### config.mk
export PLATFORM = sky130hd
export DESIGN_NAME = iso_data_repeater
export DESIGN_NICKNAME = d
export VERILOG_FILES = /design/src/rtl/iso_rep_pkg.sv /design/src/rtl/iso_link_delay.sv /design/src/rtl/iso_b_filter.sv /design/src/rtl/iso_b_ctrl.sv /design/src/rtl/iso_data_repeater.sv
export SDC_FILE = /design/constraint.sdc
export NUM_CORES = 1
export LEC_CHECK = 0
export ABC_CLOCK_PERIOD_IN_PS = 1400
export CORE_AREA = 2 2 39 41
export DETAILED_ROUTE_END_ITERATION = 7
export DIE_AREA = 0 0 41 43
export DONT_BUFFER_PORTS = 1
export PLACE_DENSITY = 0.66
export SYNTH_ARGS = -nofsm -noshare
export SYNTH_HDL_FRONTEND = slang
export SYNTH_SLANG_ARGS = --single-unit
### constraint.sdc
create_clock -name clk -period 1.4 [get_ports clk]
set_input_delay 0.07 -clock clk [delete_from_list [all_inputs] [get_ports clk]]
set_output_delay 0.07 -clock clk [all_outputs]
set_load 0.01 [all_outputs]
### src/rtl/iso_rep_pkg.sv
package iso_rep_pkg;
    // Level carried by a link when nothing is asserted or the sender is down.
    localparam logic LINE_RELEASED = 1'b1;

    // Registered side B control state.
    typedef struct packed {
        logic hold;     // set/clear confirmation latch
    } bside_state_t;

    function automatic int unsigned cnt_width(input int unsigned limit);
        return (limit < 2) ? 1 : $clog2(limit + 1);
    endfunction
endpackage

### src/rtl/iso_link_delay.sv
module iso_link_delay #(
    parameter int unsigned DEPTH = 4
) (
    input  logic clk,
    input  logic rst_n,
    input  logic src_ok,
    input  logic din,
    output logic dout
);
    import iso_rep_pkg::*;

    logic [DEPTH-1:0] sr_d, sr_q;

    generate
        if (DEPTH == 1) begin : g_single
            always_comb begin
                sr_d = src_ok ? din : LINE_RELEASED;
            end
        end else begin : g_chain
            always_comb begin
                if (src_ok) sr_d = {sr_q[DEPTH-2:0], din};
                else        sr_d = {DEPTH{LINE_RELEASED}};
            end
        end
    endgenerate

    always_ff @(posedge clk or negedge rst_n) begin
        if (!rst_n) sr_q <= {DEPTH{LINE_RELEASED}};
        else        sr_q <= sr_d;
    end

    assign dout = sr_q[DEPTH-1];

    // an unpowered sender is seen as released from the next edge on
    p_flush_r9: assert property (@(posedge clk) disable iff (!rst_n)
        !src_ok |=> dout);
endmodule

### src/rtl/iso_b_filter.sv
module iso_b_filter #(
    parameter int unsigned FILT_CYC = 3
) (
    input  logic clk,
    input  logic rst_n,
    input  logic pwr_ok,
    input  logic ext_low,
    output logic accept,
    output logic accept_rise
);
    import iso_rep_pkg::*;

    localparam int unsigned CW = cnt_width(FILT_CYC);
    localparam logic [CW-1:0] FMAX = CW'(FILT_CYC);

    logic [CW-1:0] cnt_d, cnt_q;

    always_comb begin
        if (!pwr_ok || !ext_low) cnt_d = '0;
        else if (cnt_q == FMAX)  cnt_d = cnt_q;
        else                     cnt_d = cnt_q + 1'b1;
        accept_rise = (cnt_d == FMAX) && (cnt_q != FMAX);
    end

    always_ff @(posedge clk or negedge rst_n) begin
        if (!rst_n) cnt_q <= '0;
        else        cnt_q <= cnt_d;
    end

    assign accept = (cnt_q == FMAX);

    // acceptance implies the external low was present on the last edge
    p_accept_needs_ext_r1: assert property (@(posedge clk) disable iff (!rst_n)
        accept |-> $past(ext_low));
    // without an external low nothing is accepted on the next cycle
    p_no_self_accept_r4: assert property (@(posedge clk) disable iff (!rst_n)
        !ext_low |=> !accept);
endmodule

### src/rtl/iso_b_ctrl.sv
module iso_b_ctrl (
    input  logic clk,
    input  logic rst_n,
    input  logic pwr_ok,
    input  logic accept,
    input  logic accept_rise,
    input  logic ret_high,
    output logic tx_high,
    output logic drive_low
);
    import iso_rep_pkg::*;

    bside_state_t st_d, st_q;

    always_comb begin
        st_d = st_q;
        if (!pwr_ok)          st_d.hold = 1'b0;
        else if (accept_rise) st_d.hold = 1'b1;
        else if (!ret_high)   st_d.hold = 1'b0;
    end

    always_ff @(posedge clk or negedge rst_n) begin
        if (!rst_n) st_q <= '0;
        else        st_q <= st_d;
    end

    // Send low while the external low is accepted or the latch awaits return.
    assign tx_high   = !pwr_ok || !(accept || st_q.hold);
    assign drive_low = pwr_ok && (st_q.hold || !ret_high);

    // a returned low clears the latch on the next edge
    p_latch_clear_r3: assert property (@(posedge clk) disable iff (!rst_n)
        (st_q.hold && !ret_high && !accept_rise) |=> !st_q.hold);
    // an acceptance drives side B low from the following cycle
    p_drive_on_accept_r2: assert property (@(posedge clk) disable iff (!rst_n)
        (accept_rise && pwr_ok) |=> (drive_low || !pwr_ok));
endmodule

### src/rtl/iso_data_repeater.sv
module iso_data_repeater #(
    parameter int unsigned FILT_CYC = 3,
    parameter int unsigned LINK_DLY = 4
) (
    input  logic clk,
    input  logic rst_n,
    input  logic pwr_a_ok,
    input  logic pwr_b_ok,
    input  logic a_sda_in,
    output logic a_sda_drive_low,
    input  logic a_scl_in,
    input  logic b_sda_ext_low,
    output logic b_sda_drive_low,
    output logic b_scl_drive_low
);
    localparam int unsigned N_AB = 2;   // data and clock channels from A to B
    localparam int unsigned CH_SDA = 0;
    localparam int unsigned CH_SCL = 1;

    logic            accept, accept_rise;
    logic            ba_tx, ba_rx;
    logic [N_AB-1:0] ab_tx, ab_rx;

    iso_b_filter #(.FILT_CYC(FILT_CYC)) u_filt (
        .clk(clk), .rst_n(rst_n), .pwr_ok(pwr_b_ok), .ext_low(b_sda_ext_low),
        .accept(accept), .accept_rise(accept_rise)
    );

    iso_b_ctrl u_bctl (
        .clk(clk), .rst_n(rst_n), .pwr_ok(pwr_b_ok), .accept(accept),
        .accept_rise(accept_rise), .ret_high(ab_rx[CH_SDA]),
        .tx_high(ba_tx), .drive_low(b_sda_drive_low)
    );

    iso_link_delay #(.DEPTH(LINK_DLY)) u_link_ba (
        .clk(clk), .rst_n(rst_n), .src_ok(pwr_b_ok), .din(ba_tx), .dout(ba_rx)
    );

    assign ab_tx[CH_SDA] = a_sda_in;
    assign ab_tx[CH_SCL] = a_scl_in;

    genvar ch;
    generate
        for (ch = 0; ch < N_AB; ch++) begin : g_ab
            iso_link_delay #(.DEPTH(LINK_DLY)) u_link_ab (
                .clk(clk), .rst_n(rst_n), .src_ok(pwr_a_ok),
                .din(ab_tx[ch]), .dout(ab_rx[ch])
            );
        end
    endgenerate

    assign a_sda_drive_low = rst_n && pwr_a_ok && !ba_rx;
    assign b_scl_drive_low = rst_n && pwr_b_ok && !ab_rx[CH_SCL];

    // side B lets go only while the returned side A level is high
    p_b_release_needs_return_r6: assert property (@(posedge clk) disable iff (!rst_n)
        ($fell(b_sda_drive_low) && pwr_b_ok) |-> ab_rx[CH_SDA]);
    // an unpowered side A never pulls its bus
    p_a_quiet_unpowered_r8: assert property (@(posedge clk) disable iff (!rst_n)
        !pwr_a_ok |-> !a_sda_drive_low);
endmodule

## After elaboration in Yosys (flattened, before gate mapping)

Cells that the tools add are included.

| storage, ports and cells | value |
|---|---|
| register bits after elaboration | 15 |
| logic and storage cells | 34 |

| operators by class | value |
|---|---|
| add/subtract/negate cells | 1 |
| equal/unequal tests | 4 |
| muxes and demuxes | 8 |
| reduce and logical (&&, ||, !) cells | 16 |

Operators by type and width:

| cell | number |
|---|---|
| two-way mux 4 bit | 3 |
| logical AND 1 bit | 6 |
| logical NOT 1 bit | 6 |
| == test 2 bit, second input constant | 2 |
| logical OR 1 bit | 4 |
| two-way mux 2 bit | 2 |
| two-way mux 1 bit | 3 |
| != test 3 bit, second input constant | 1 |
| adder 2 x 1 -> 2 bit, second input constant | 1 |
| != test 2 bit, second input constant | 1 |

## Longest topological paths before layout

Gate-level depths: netlist of the first run.

| depth | value |
|---|---|
| depth after elaboration | 7 |
| depth in mapped cells | 2 |

## Cells and area by module

From an unflattened synthesis of the first run, not the netlist that was laid out.

| unflattened totals | value |
|---|---|
| cell total of the unflattened synthesis | 41 |
| area, all modules | 548.0 µm² |

By module, submodules not included:

| module | times used | cells an instance | area each (µm²) | seq. area each (µm²) |
|---|---|---|---|---|
| iso_link_delay | 3 | 8 | 130.1 | 105.1 |
| iso_b_filter | 1 | 9 | 87.6 | 50.0 |
| iso_b_ctrl | 1 | 6 | 52.6 | 25.0 |
| iso_data_repeater | 1 | 2 | 17.5 | 0.0 |

## Worst setup path after synthesis of the first run

OpenSTA, ideal clock, no wires.

| path | value |
|---|---|
| path type | flip-flop to output port |
| from | register u_bctl.st_q |
| to | output port b_sda_drive_low |
| arrival time | 673 ps |
| path slack | 657 ps |
| stages on the path, launching flop included | 3 |
| buffers on the path | 0 |
| cells stage by stage | dfrtp_1 -> inv_1 -> a21boi_0 |

| between the ends | value |
|---|---|
| longest elaborated chain between the ends | 2 |

RTL lines:

| element | RTL line | source |
|---|---|---|
| from (decl) | iso_b_ctrl.sv:13 | `bside_state_t st_d, st_q;` |
| from (signal assigned) | iso_b_ctrl.sv:24 | `else st_q <= st_d;` |
| logical OR 1 bit | iso_b_ctrl.sv:29 | `assign drive_low = pwr_ok && (st_q.hold \|\| !ret_high);` |
| logical AND 1 bit | iso_b_ctrl.sv:29 |  |
| to (decl) | iso_data_repeater.sv:13 | `output logic b_sda_drive_low,` |

Every way passes these cells.

## Worst setup path in the final report of the first run

Same ends and word-level chain as after synthesis.

==> metrics.log, run 1 <==
INFO  metric cts_inserted_buffers = 3
INFO  metric ios = 10
INFO  metric gr-usage-all-layers = 0.1138
INFO  metric ys_types = 12
INFO  metric vias_per_cell = 4.507
INFO  metric report.final.slew_viol_count = 0
INFO  metric worst-slew-pin-transition = 631.4 ps
INFO  metric first_global_vias = 295
INFO  metric clock_latency = 270 ps
INFO  metric critPathSlowestCell = sky130_fd_sc_hd__dfrtp_1
INFO  metric synth_adder_area_share = 0
INFO  metric grt_util_met3 = 0.07853
INFO  metric place.detailed.hpwl = 488 um
INFO  metric ys.warnings.count = 0
INFO  metric diodes = 0
INFO  metric grt_first_pass_wirelength = 1179 um
INFO  metric required = 1330 ps
INFO  metric placeableCoreArea = 0.001384 mm2
INFO  metric postRouteAntennaNets = 0
INFO  metric port_buffers = 0
INFO  metric grt_setup_unrepaired = false
INFO  metric placementRows = 14
INFO  metric grt-ovfl-total = 0
INFO  metric final.period_utilization = 0.7723
INFO  metric maxSlewHeadroom = 0.5777
INFO  metric result_of_the_run = finished clean
INFO  metric antenna_violations_before_repair = 0
INFO  metric critical_path.n_buffers_inverters = 1
INFO  metric drtIter0Drc = 8
INFO  metric drive_above_1_share = 0.3137
INFO  metric synth_xor_xnor_area_share = 0
INFO  metric grt_max_degree = 16
INFO  metric fp.dieArea = 0.001763 mm2
INFO  metric leakage = 0.2578 nW
INFO  metric postSynthRegisterBits = 15
INFO  metric postCtsSetupBuffers = 0
INFO  metric fillers = 136
INFO  metric timing.max_cap.violations = 0
INFO  metric synth_sequential_area_ratio = 0.7256
INFO  metric synthSimpleGateAreaFrac = 0.2000
INFO  metric mostFrequentLayoutCell = sky130_fd_sc_hd__dfstp_2
INFO  metric critical_path.top_delay_family = flip-flops
INFO  metric ctsLongestPathBuffers = 2
INFO  metric wirelength = 739 um
INFO  metric synth_compound_area_frac = 0.06047
INFO  metric grt_util_met2 = 0.1500
INFO  metric utilization = 0.4656
INFO  metric htreeDepth = 1
INFO  metric number_of_hold_buffers_added_after_cts = 6
INFO  metric tritoncts = done
INFO  metric layout.nets = 59
INFO  metric cp.arrival = 1010 ps
INFO  metric synthesis.nets = 48
INFO  metric final_report_hold_violation_count = 0
INFO  metric cp-end-kind = primary output
INFO  metric detail_route.wl_per_cell = 11.03 um
INFO  metric vdd.ir_drop.worst = 709.1 uV
INFO  metric chipWidth = 41 um
INFO  metric netlist_instances = 41
INFO  metric timing.critical_path.cells = inv_1 > a21boi_0
INFO  metric power_density = 1132 mW/mm2
INFO  metric met1_usage = 0.1138
INFO  metric clock-root-buffer = sky130_fd_sc_hd__clkbuf_4
INFO  metric gpl.final_weighted_congestion = 0.5936
INFO  metric dr.pass1.iters = 4
INFO  metric crit_path_max_incr_delay = 370 ps
INFO  metric clock-sinks = 15
INFO  metric route.detailed.drc = 0
INFO  metric setup_violations = 0
INFO  metric mostFrequentLayoutCells = sky130_fd_sc_hd__dfstp_2 (12), sky130_fd_sc_hd__nand2b_1 (8), sky130_fd_sc_hd__dlygate4sd3_1 (6)
INFO  metric synth.area.mux_share = 0
INFO  metric area_delta_synth_final = 19.77%
INFO  metric clk_transition_reported_paths = 80 ps
INFO  metric cts_resized = 0
INFO  metric critical_path_peak_fanout = 3
INFO  metric post_synth_instance_area = 538.0 um2
INFO  metric synth_top_family_by_area = simple AND/OR/NAND/NOR gates
INFO  metric postSynthAreaPerCell = 13.12 um2
INFO  metric start_kind = flip-flop
INFO  metric fmax = 0.9248 GHz
INFO  metric finClkSkew = 1.702 ps
INFO  metric min_path_type = input pin to primary output
INFO  metric starting_density_of_the_core = 0.3888
INFO  metric grt.busiest_layer = met2
INFO  metric num_vias = 302
INFO  metric die_h = 43 um
INFO  metric final.min_clock_period = 1081 ps
INFO  metric critPathKind = flip-flop to primary output
INFO  metric timing.setup.tns = 0 ps
[registers in the layout, summed over array words and instances (netlist names)]
name / cells
g_ab.u_link_ab.sr_q: 8
u_bctl.st_q: 1
u_filt.cnt_q: 2
u_link_ba.sr_q: 4
[cell type report]
class                      instances  area (um2)  area share
sequential                        15       390.4      0.6058
tap                               16       20.02     0.03107
inverter                           2       7.507     0.01165
clock buffer                       4       26.28     0.04078
timing repair buffer               6       60.06     0.09320
multi-input combinational         24       140.1      0.2175
[where the power goes]
| group | internal [mW] | switching [mW] |
|---|---|---|
| combinational | 0.0206 | 0.0212 |
| sequential | 0.452 | 0.00456 |
| clock | 0.110 | 0.121 |
| total | 0.583 | 0.146 |
[through the flow]
| step | cell area (um2) | worst slack (ps) | instances | hold WS [ps] | total power, mW |
|---|---|---|---|---|---|
| global route | 644.4 | 210.8 | 67 | 251.2 | 0.7797 |
| floorplan | 538.0 | 656.8 | 41 | -225.6 | 0.4784 |
| CTS | 644.4 | 284.7 | 67 | 238.2 | 0.7478 |
| detailed placement | 558.0 | 601.8 | 57 | -225.1 | 0.4810 |
| global placement | 558.0 | 624.3 | 57 | -225.2 | 0.4803 |
| finish | 644.4 | 318.7 | 67 | 234.8 | 0.7295 |
[worst reg2reg max path: stages, from the launching register on]
cell	delay, ps
sky130_fd_sc_hd__dfstp_2	530
sky130_fd_sc_hd__nand3_1	80
sky130_fd_sc_hd__o31ai_2	70
[routing by layer]
layer	vias up	part of all wire
met5	-	0
met4	0	0.011
met3	2	0.070
met2	10	0.45
met1	140	0.46
li1	150	-
[final timing paths]
kind,startpoint,slack (ps),cells past startpoint,to
max,u_bctl.st_q,320,2,b_sda_drive_low
min reg2reg,g_ab[1].u_link_ab.sr_q[1],480,1,g_ab[1].u_link_ab.sr_q[2]
max in group asynchronous,rst_n,740,1,u_bctl.st_q
min in group asynchronous,rst_n,260,1,u_filt.cnt_q[1]
max reg2reg,g_ab[0].u_link_ab.sr_q[3],630,2,u_bctl.st_q
min,pwr_b_ok,230,2,b_scl_drive_low
[logic make-up (layout without fill, tap and decap cells)]
kind of cell	Yosys count	after routing
DFF	15	15
and+or+nand+nor	20	20
buffers and inverters	2	12
AOI/OAI and AO/OA	4	4
[cell usage after synthesis (all sizes together)]
| cell | count | area [um2] |
|---|---|---|
| or2b | 3 | 22.52 |
| nor2 | 4 | 15.01 |
| a21o | 1 | 7.510 |
| a21boi | 1 | 7.510 |
| o31ai | 1 | 12.51 |
| a21oi | 1 | 5.000 |
| dfstp | 12 | 315.3 |
| dfrtp | 3 | 75.07 |
| nand2 | 4 | 15.01 |
| inv | 2 | 7.510 |
| nand2b | 8 | 50.05 |
| nand3 | 1 | 5.000 |
Power figures use the tool's default switching activity.
==> inputs of run 2 (changes only) <==
Settings changed: ABC_CLOCK_PERIOD_IN_PS 1400 to 1100.
Clock period 1.4 ns to 1.1 ns, I/O delays scaled along.
==> run 2 against run 1 <==
- critical endpoint unchanged
- largest power group unchanged
- total power rose by 29%
- worst hold slack got worse by 31 ps
- worst setup slack got worse by 230 ps
- clock power rose by 32%
- largest cell class unchanged
- combinational power rose by 27%
- wire length rose by 3.8%
==> metrics.log, run 2 (synthesis results as in run 1) <==
INFO  metric placed_cell_count = 57 (unchanged)
INFO  metric cts_inserted_buffers = 3 (unchanged)
INFO  metric vias_per_cell = 4.537 (was 4.507)
INFO  metric leakage = 0.2584 nW (was 0.2578 nW)
INFO  metric hold_path_end = b_scl_drive_low (unchanged)
INFO  metric postRouteAntennaNets = 0 (unchanged)
INFO  metric switching_power = 0.1963 mW (was 0.1464 mW)
INFO  metric ios = 10 (unchanged)
INFO  metric chipWidth = 41 um (unchanged)
INFO  metric postCtsSetupBuffers = 0 (unchanged)
INFO  metric starting_density_of_the_core = 0.3888 (unchanged)
INFO  metric gpl.final_weighted_congestion = 0.6146 (was 0.5936)
INFO  metric grt.busiest_layer = met2 (unchanged)
INFO  metric placeableCoreArea = 0.001384 mm2 (unchanged)
INFO  metric clk_transition_reported_paths = 90 ps (was 80 ps)
INFO  metric internal-power = 0.7425 mW (was 0.5831 mW)
INFO  metric required = 1040 ps (was 1330 ps)
INFO  metric port_buffers = 0 (unchanged)
INFO  metric critical_path_peak_fanout = 3 (unchanged)
INFO  metric cp-end-kind = primary output (unchanged)
INFO  metric grt_util_met2 = 0.1625 (was 0.1500)
INFO  metric min_delay_src = pwr_b_ok (unchanged)
INFO  metric regToRegStartpoint = g_ab[0].u_link_ab.sr_q[3] (unchanged)
INFO  metric cp.arrival = 960 ps (was 1010 ps)
INFO  metric power.share.sequential = 0.620 (was 0.626)
INFO  metric grt-ovfl-total = 0 (unchanged)
INFO  metric num_vias = 304 (was 302)
INFO  metric swShare = 0.2091 (was 0.2007)
INFO  metric final.period_utilization = 0.9227
INFO  metric place.detailed.hpwl = 472.1 um (was 488 um)
INFO  metric placementRows = 14 (unchanged)
INFO  metric timing.setup.tns = 0 ps (unchanged)
INFO  metric grt_util_met3 = 0.03141 (was 0.07853)
INFO  metric grt_first_pass_wirelength = 1242 um (was 1179 um)
INFO  metric power_density = 1457 mW/mm2 (was 1132 mW/mm2)
INFO  metric area_delta_synth_final = 19.77% (unchanged)
INFO  metric finish.cell_count_without_fillers = 67 (unchanged)
INFO  metric hold-path-cell-count = 2 (unchanged)
INFO  metric clock-root-buffer = sky130_fd_sc_hd__clkbuf_4 (unchanged)
INFO  metric grt_setup_unrepaired = false (unchanged)
INFO  metric clock_latency = 280 ps (was 270 ps)
INFO  metric clock-sinks = 15 (unchanged)
INFO  metric layout_top_registers = g_ab.u_link_ab.sr_q: 8 flops, u_link_ba.sr_q: 4 flops, u_filt.cnt_q: 2 flops (unchanged)
INFO  metric fillers = 131 (was 136)
INFO  metric ff2ff_setup_slack = 340 ps (was 630 ps)
INFO  metric largest_reg_flops = 8 (unchanged)
INFO  metric diodes = 0 (unchanged)
INFO  metric fmax = 0.9853 GHz
INFO  metric mostFrequentLayoutCells = sky130_fd_sc_hd__dfstp_2 (12), sky130_fd_sc_hd__nand2b_1 (8), sky130_fd_sc_hd__dlygate4sd3_1 (6) (unchanged)
INFO  metric drtIter0Drc = 3 (was 8)
INFO  metric start_kind = flip-flop (unchanged)
INFO  metric wirelength = 767 um (was 739 um)
INFO  metric final.min_clock_period = 1015 ps
INFO  metric critPathKind = flip-flop to primary output (unchanged)
INFO  metric fp.dieArea = 0.001763 mm2 (unchanged)
INFO  metric finClkSkew = 7.285 ps (was 1.702 ps)
INFO  metric tritoncts = done (unchanged)
INFO  metric mostFrequentLayoutCell = sky130_fd_sc_hd__dfstp_2 (unchanged)
INFO  metric combinationalPowerShare = 0.057 (about the same)
INFO  metric htreeDepth = 1 (unchanged)
INFO  metric max_flop_register = g_ab.u_link_ab.sr_q (unchanged)
INFO  metric first_global_vias = 320 (was 295)
INFO  metric worst-slew-pin-transition = 634.9 ps (was 631.4 ps)
INFO  metric report.final.slew_viol_count = 0 (unchanged)
INFO  metric grt_max_degree = 16 (unchanged)
INFO  metric antenna_violations_before_repair = 0 (unchanged)
INFO  metric final_report_hold_violation_count = 0 (unchanged)
INFO  metric timing.max_cap.violations = 0 (unchanged)
INFO  metric worstReg2RegEnd = u_bctl.st_q (unchanged)
INFO  metric maxSlewHeadroom = 0.5753 (was 0.5777)
INFO  metric drive_above_1_share = 0.3137 (unchanged)
INFO  metric gr-usage-all-layers = 0.1128 (was 0.1138)
INFO  metric die_h = 43 um (unchanged)
INFO  metric dr.pass1.iters = 2 (was 4)
INFO  metric setup_violations = 0 (unchanged)
INFO  metric ctsLongestPathBuffers = 2 (unchanged)
INFO  metric min_path_type = input pin to primary output (unchanged)
INFO  metric r2r.worst_path.cells = 2 (unchanged)
INFO  metric result_of_the_run = finished clean (unchanged)
INFO  metric route.detailed.drc = 0 (unchanged)
INFO  metric vdd.ir_drop.worst = 617.6 uV (was 709.1 uV)
INFO  metric clock_share_of_power = 0.324 (was 0.316)
INFO  metric layout.nets = 59 (unchanged)
INFO  metric detail_route.wl_per_cell = 11.45 um (was 11.03 um)
INFO  metric met1_usage = 0.1276 (was 0.1138)
INFO  metric worst_setup_path_startpoint = u_bctl.st_q (unchanged)
-- run 2: cell counts in the layout (fill, tap and decap cells not counted) --
Identical to the previous run, type by type.
-- run 2: stage by stage --
stage	area, um2	util	worst slack, ps	hold slack (ps)	total power [mW]
final	644.4	0.4656	85.04	203.9	0.9387
after global routing	644.4	0.4656	1.997	237.0	0.9853
after CTS	644.4	0.4656	54.77	205.6	0.9659
after detailed placement	558.0	0.4033	293.0	-240.1	0.6126
after global placement	558.0	0.4033	340.6	-240.2	0.6113
after floorplan	538.0	-	371.8	-240.6	0.6088
-- run 2: cell type report --
type                       count  area [um2]  area share
sequential                    15       390.4      0.6058
clock buffer                   4       26.28     0.04078
timing repair buffer           6       60.06     0.09320
inverter                       2       7.507     0.01165
tap                           16       20.02     0.03107
multi-input combinational     24       140.1      0.2175
-- run 2: worst max-delay path, stage by stage (launching register included) --
cell	delay [ps]
sky130_fd_sc_hd__dfrtp_1	390
sky130_fd_sc_hd__inv_1	50
sky130_fd_sc_hd__a21boi_1	240
-- run 2: what timing repair did --
action	in CTS	in global routing
hold endpoints to repair	30	0
gates resized for setup	1	0
hold buffers	6	0
endpoints found under the setup margin	1	0
-- run 2: worst max-delay path by stage --
stage / endpoint / slack (ps) / cells past startpoint
6_report: b_sda_drive_low / 90 / 2
5_1_grt: b_sda_drive_low / 2 / 2
4_1_cts: b_sda_drive_low / 50 / 2
3_5_place_dp: b_sda_drive_low / 290 / 2
3_3_place_gp: b_sda_drive_low / 340 / 2
2_1_floorplan: b_sda_drive_low / 370 / 2
-- run 2: layer usage --
metal	up-vias	part of all wire
li1	146	-
met5	-	0
met4	0	0
met2	8	0.49
met1	150	0.45
met3	0	0.055
-- run 2: power by group through the flow --
stage	logic (mW)	clock network (mW)	registers, mW
final	0.0533	0.304	0.582
after global routing	0.0612	0.340	0.584
after CTS	0.0552	0.329	0.582
after detailed placement	0.0216	0	0.591
after global placement	0.0210	0	0.590
after floorplan	0.0196	0	0.589
==> inputs of run 3 (changes only) <==
Settings changed: ABC_AREA set to 1, CAP_MARGIN set to 20, PLACE_DENSITY 0.66 to 0.65.
==> run 3 against run 2 <==
- sequential share of layout area increased by 0.36 points
- largest power group unchanged
- sequential power about the same
- worst setup slack got worse by 11 ps
- core utilization decreased by 0.27 points
- total power decreased by 1.3%
- non-clock buffer count unchanged
- die area unchanged
- critical path depth decreased by 1
==> metrics.log, run 3 <==
INFO  metric maxSlewHeadroom = 0.5712 (was 0.5753)
INFO  metric worstSetupEndpoint = a_sda_drive_low (was b_sda_drive_low)
INFO  metric synth_adder_area_share = 0 (unchanged)
INFO  metric switching_power = 0.1872 mW (was 0.1963 mW)
INFO  metric synth_xor_xnor_area_share = 0 (unchanged)
INFO  metric placementRows = 14 (unchanged)
INFO  metric drtIter0Drc = 2 (was 3)
INFO  metric postSynthAreaPerCell = 12.42 um2 (was 13.12 um2)
INFO  metric netlist_instances = 43 (was 41)
INFO  metric synthSimpleGateAreaFrac = 0.1803 (was 0.2000)
INFO  metric worstReg2RegEnd = u_bctl.st_q (unchanged)
INFO  metric internal-power = 0.7396 mW (was 0.7425 mW)
INFO  metric report.final.slew_viol_count = 0 (unchanged)
INFO  metric layout_top_registers = g_ab.u_link_ab.sr_q: 8 flops, u_link_ba.sr_q: 4 flops, u_filt.cnt_q: 2 flops (unchanged)
INFO  metric first_global_vias = 311 (was 320)
INFO  metric totalPowerFinal = 0.9268 mW (was 0.9387 mW)
INFO  metric setup_violations = 0 (unchanged)
INFO  metric leakage = 0.2520 nW (was 0.2584 nW)
INFO  metric placed_cell_areas = 554.3 um2 (was 558.0 um2)
INFO  metric seqCellArea = 390.4 um2 (unchanged)
INFO  metric critPathSlowestCell = sky130_fd_sc_hd__dfstp_2 (was sky130_fd_sc_hd__dfrtp_1)
INFO  metric min_path_type = input pin to flip-flop (was input pin to primary output)
INFO  metric critical_path_depth = 1 (was 2)
INFO  metric power_density = 1447 mW/mm2 (was 1457 mW/mm2)
INFO  metric synth_top_cell_area_share = 0.5902 (was 0.5860)
INFO  metric timing.setup.tns = 0 ps (unchanged)
INFO  metric critical_path_peak_fanout = 1 (was 3)
INFO  metric wirelength = 793 um (was 767 um)
INFO  metric combinationalPowerShare = 0.057 (about the same)
INFO  metric number_of_hold_buffers_added_after_cts = 6 (unchanged)
INFO  metric starting_density_of_the_core = 0.3861 (was 0.3888)
INFO  metric gr-usage-all-layers = 0.1146 (was 0.1128)
INFO  metric result_of_the_run = finished clean (unchanged)
INFO  metric crit_path_max_incr_delay = 370 ps (was 390 ps)
INFO  metric synthArstFlopShare = 1.000 (unchanged)
INFO  metric fillers = 123 (was 131)
INFO  metric num_vias = 317 (was 304)
INFO  metric cts_resized = 0 (was 1)
INFO  metric r2r.worst_path.cells = 2 (unchanged)
INFO  metric timing.max_cap.violations = 0 (unchanged)
INFO  metric tritoncts = done (unchanged)
INFO  metric grt-ovfl-total = 0 (unchanged)
INFO  metric vias_per_cell = 4.594 (was 4.537)
INFO  metric synth_top_family_by_area = simple AND/OR/NAND/NOR gates (unchanged)
INFO  metric ys_top_cells_by_count = sky130_fd_sc_hd__dfstp_2 (12), sky130_fd_sc_hd__or2_2 (8), sky130_fd_sc_hd__inv_1 (5), sky130_fd_sc_hd__a21oi_1 (4) (was sky130_fd_sc_hd__dfstp_2 (12), sky130_fd_sc_hd__nand2b_1 (8), sky130_fd_sc_hd__nand2_1 (4), sky130_fd_sc_hd__nor2_1 (4))
INFO  metric required = 1040 ps (about the same)
INFO  metric placeableCoreArea = 0.001384 mm2 (unchanged)
INFO  metric multiInputGateArea = 121.4 um2 (was 140.1 um2)
INFO  metric die_h = 43 um (unchanged)
INFO  metric synthesis.nets = 50 (was 48)
INFO  metric cts_inserted_buffers = 3 (unchanged)
INFO  metric ff2ff_setup_slack = 300 ps (was 340 ps)
INFO  metric grt_setup_unrepaired = false (unchanged)
INFO  metric largest_reg_flops = 8 (unchanged)
INFO  metric grt_max_degree = 16 (unchanged)
INFO  metric synth.area.mux_share = 0 (unchanged)
INFO  metric worst-slew-pin-transition = 641.1 ps (was 634.9 ps)
INFO  metric postCtsSetupBuffers = 0 (unchanged)
INFO  metric ys_types = 11 (was 12)
INFO  metric clock_share_of_power = 0.318 (was 0.324)
INFO  metric max_flop_register = g_ab.u_link_ab.sr_q (unchanged)
INFO  metric ios = 10 (unchanged)
INFO  metric area_delta_synth_final = 19.91% (was 19.77%)
INFO  metric ys.warnings.count = 0 (unchanged)
INFO  metric timing.critical_path.cells = nor3_1 (was inv_1 > a21boi_1)
INFO  metric ys.flop_type = sky130_fd_sc_hd__dfstp_2 (unchanged)
INFO  metric antenna_violations_before_repair = 0 (unchanged)
INFO  metric critPathKind = flip-flop to primary output (unchanged)
INFO  metric port_buffers = 0 (unchanged)
INFO  metric power.share.sequential = 0.624 (was 0.620)
INFO  metric synth_compound_area_frac = 0.04684 (was 0.06047)
INFO  metric post-synth-top-count-cell = sky130_fd_sc_hd__dfstp_2 (unchanged)
INFO  metric netlist_top_cells_area = sky130_fd_sc_hd__dfstp_2 (59%), sky130_fd_sc_hd__dfrtp_1 (14%), sky130_fd_sc_hd__or2_2 (9.4%), sky130_fd_sc_hd__a21oi_1 (3.7%), sky130_fd_sc_hd__inv_1 (3.5%) (was sky130_fd_sc_hd__dfstp_2 (59%), sky130_fd_sc_hd__dfrtp_1 (14%), sky130_fd_sc_hd__nand2b_1 (9.3%), sky130_fd_sc_hd__or2b_1 (4.2%), sky130_fd_sc_hd__nand2_1 (2.8%))
INFO  metric clock-sinks = 15 (unchanged)
INFO  metric dr.pass1.iters = 2 (unchanged)
INFO  metric synth_sequential_area_ratio = 0.7307 (was 0.7256)
INFO  metric route.detailed.drc = 0 (unchanged)
INFO  metric place.detailed.hpwl = 512 um (was 472.1 um)
INFO  metric finClkSkew = 3.230 ps (was 7.285 ps)
INFO  metric postRouteAntennaNets = 0 (unchanged)
INFO  metric yosys.area.top_type = sky130_fd_sc_hd__dfstp_2 (unchanged)
INFO  metric mostFrequentLayoutCells = sky130_fd_sc_hd__dfstp_2 (12), sky130_fd_sc_hd__or2_2 (8), sky130_fd_sc_hd__dlygate4sd3_1 (6) (was sky130_fd_sc_hd__dfstp_2 (12), sky130_fd_sc_hd__nand2b_1 (8), sky130_fd_sc_hd__dlygate4sd3_1 (6))
INFO  metric fin_area = 640.6 um2 (was 644.4 um2)
INFO  metric start_kind = flip-flop (unchanged)
INFO  metric layout.nets = 61 (was 59)
INFO  metric clock_latency = 270 ps (was 280 ps)
INFO  metric vdd.ir_drop.worst = 847.9 uV (was 617.6 uV)
INFO  metric regToRegStartpoint = g_ab[0].u_link_ab.sr_q[3] (unchanged)
INFO  metric chipWidth = 41 um (unchanged)
INFO  metric drive_above_1_share = 0.4528 (was 0.3137)
INFO  metric final.period_utilization = 0.9325 (was 0.9227)
INFO  metric critical_path.top_delay_family = flip-flops (unchanged)
INFO  metric final_report_hold_violation_count = 0 (unchanged)
INFO  metric swShare = 0.2020 (was 0.2091)
INFO  metric diodes = 0 (unchanged)
INFO  metric post_synth_instance_area = 534.3 um2 (was 538.0 um2)
INFO  metric mostFrequentLayoutCell = sky130_fd_sc_hd__dfstp_2 (unchanged)
INFO  metric grt_first_pass_wirelength = 1269 um (was 1242 um)
INFO  metric cp.arrival = 970 ps (was 960 ps)
INFO  metric gpl.final_weighted_congestion = 0.7128 (was 0.6146)
INFO  metric fmax = 0.9749 GHz (was 0.9853 GHz)
INFO  metric critical_path.n_buffers_inverters = 0 (was 1)
INFO  metric clock-root-buffer = sky130_fd_sc_hd__clkbuf_4 (unchanged)
INFO  metric cp-end-kind = primary output (unchanged)
INFO  metric synth-edff-count = 0 (unchanged)
INFO  metric fp.dieArea = 0.001763 mm2 (unchanged)
INFO  metric ctsLongestPathBuffers = 2 (unchanged)
INFO  metric postSynthRegisterBits = 15 (unchanged)
INFO  metric worst_setup_path_startpoint = u_link_ba.sr_q[3] (was u_bctl.st_q)
INFO  metric htreeDepth = 1 (unchanged)
INFO  metric clk_transition_reported_paths = 80 ps (was 90 ps)
INFO  metric final.min_clock_period = 1026 ps (was 1015 ps)
INFO  metric detail_route.wl_per_cell = 11.49 um (was 11.45 um)
-- run 3: cell types whose count changed in the layout (fill, tap and decap cells not counted), sizes merged, moves of 2 or more --
cell,previous run,this run
nor3,0,2
a21oi,1,4
nor2,4,0
inv,2,6
or2,0,11
or2b,3,0
nand2b,8,0
-- run 3: worst min path at each step --
stage                     startpoint                         to  slack (ps)  depth (start not counted)
after global placement         rst_n                u_bctl.st_q        -240                          0
after global routing        pwr_a_ok  g_ab[0].u_link_ab.sr_q[1]         120                          2
final                       pwr_a_ok  g_ab[0].u_link_ab.sr_q[0]          90                          2
after detailed placement       rst_n                u_bctl.st_q        -240                          0
after CTS                   pwr_a_ok  g_ab[0].u_link_ab.sr_q[1]          90                          2
after floorplan                rst_n                u_bctl.st_q        -240                          0
-- run 3: cell families after synthesis --
logic type	after synthesis
compound gates	5
buf+inv	6
flops	15
simple gates	17
-- run 3: final cells by class --
cell class              count  area share
flip-flops and latches     15      0.6094
clock buffers               4     0.04102
well taps                  16     0.03125
inverters                   6     0.03516
repair buffers              6     0.09375
multi-input cells          22      0.1895
-- run 3: worst reg2reg max path: cells and delay by family, from the launching register on --
kind            cells  cell delay [ps]
flops               1              530
simple gates        1               40
compound gates      1              150
-- run 3: power by group through the flow --
stage               sequential [mW]  clock (mW)  combinational, mW
global placement              0.587           0             0.0253
CTS                           0.579       0.319             0.0546
floorplan                     0.587           0             0.0214
global route                  0.580       0.345             0.0606
finish                        0.579       0.295             0.0531
detailed placement            0.588           0             0.0262
-- run 3: through the flow --
step	hold slack (ps)	util	std cells	setup WS (ps)
finish	91.15	0.4629	69	74.27
global route	119.0	0.4629	69	0.6301
CTS	94.30	0.4629	69	50.82
detailed placement	-240.0	0.4005	59	310.9
global placement	-240.2	0.4005	59	360.3
floorplan	-240.6	-	43	365.2
-- run 3: metal layers --
| metal | wire, um | up-vias | GRT usage |
|---|---|---|---|
| met1 | 327 | 153 | 0.1301 |
| met4 | 7 | 0 | 0.1000 |
| li1 | - | 154 | - |
| met5 | 0 | - | 0 |
| met3 | 49 | 2 | 0.03665 |
| met2 | 408 | 8 | 0.1625 |
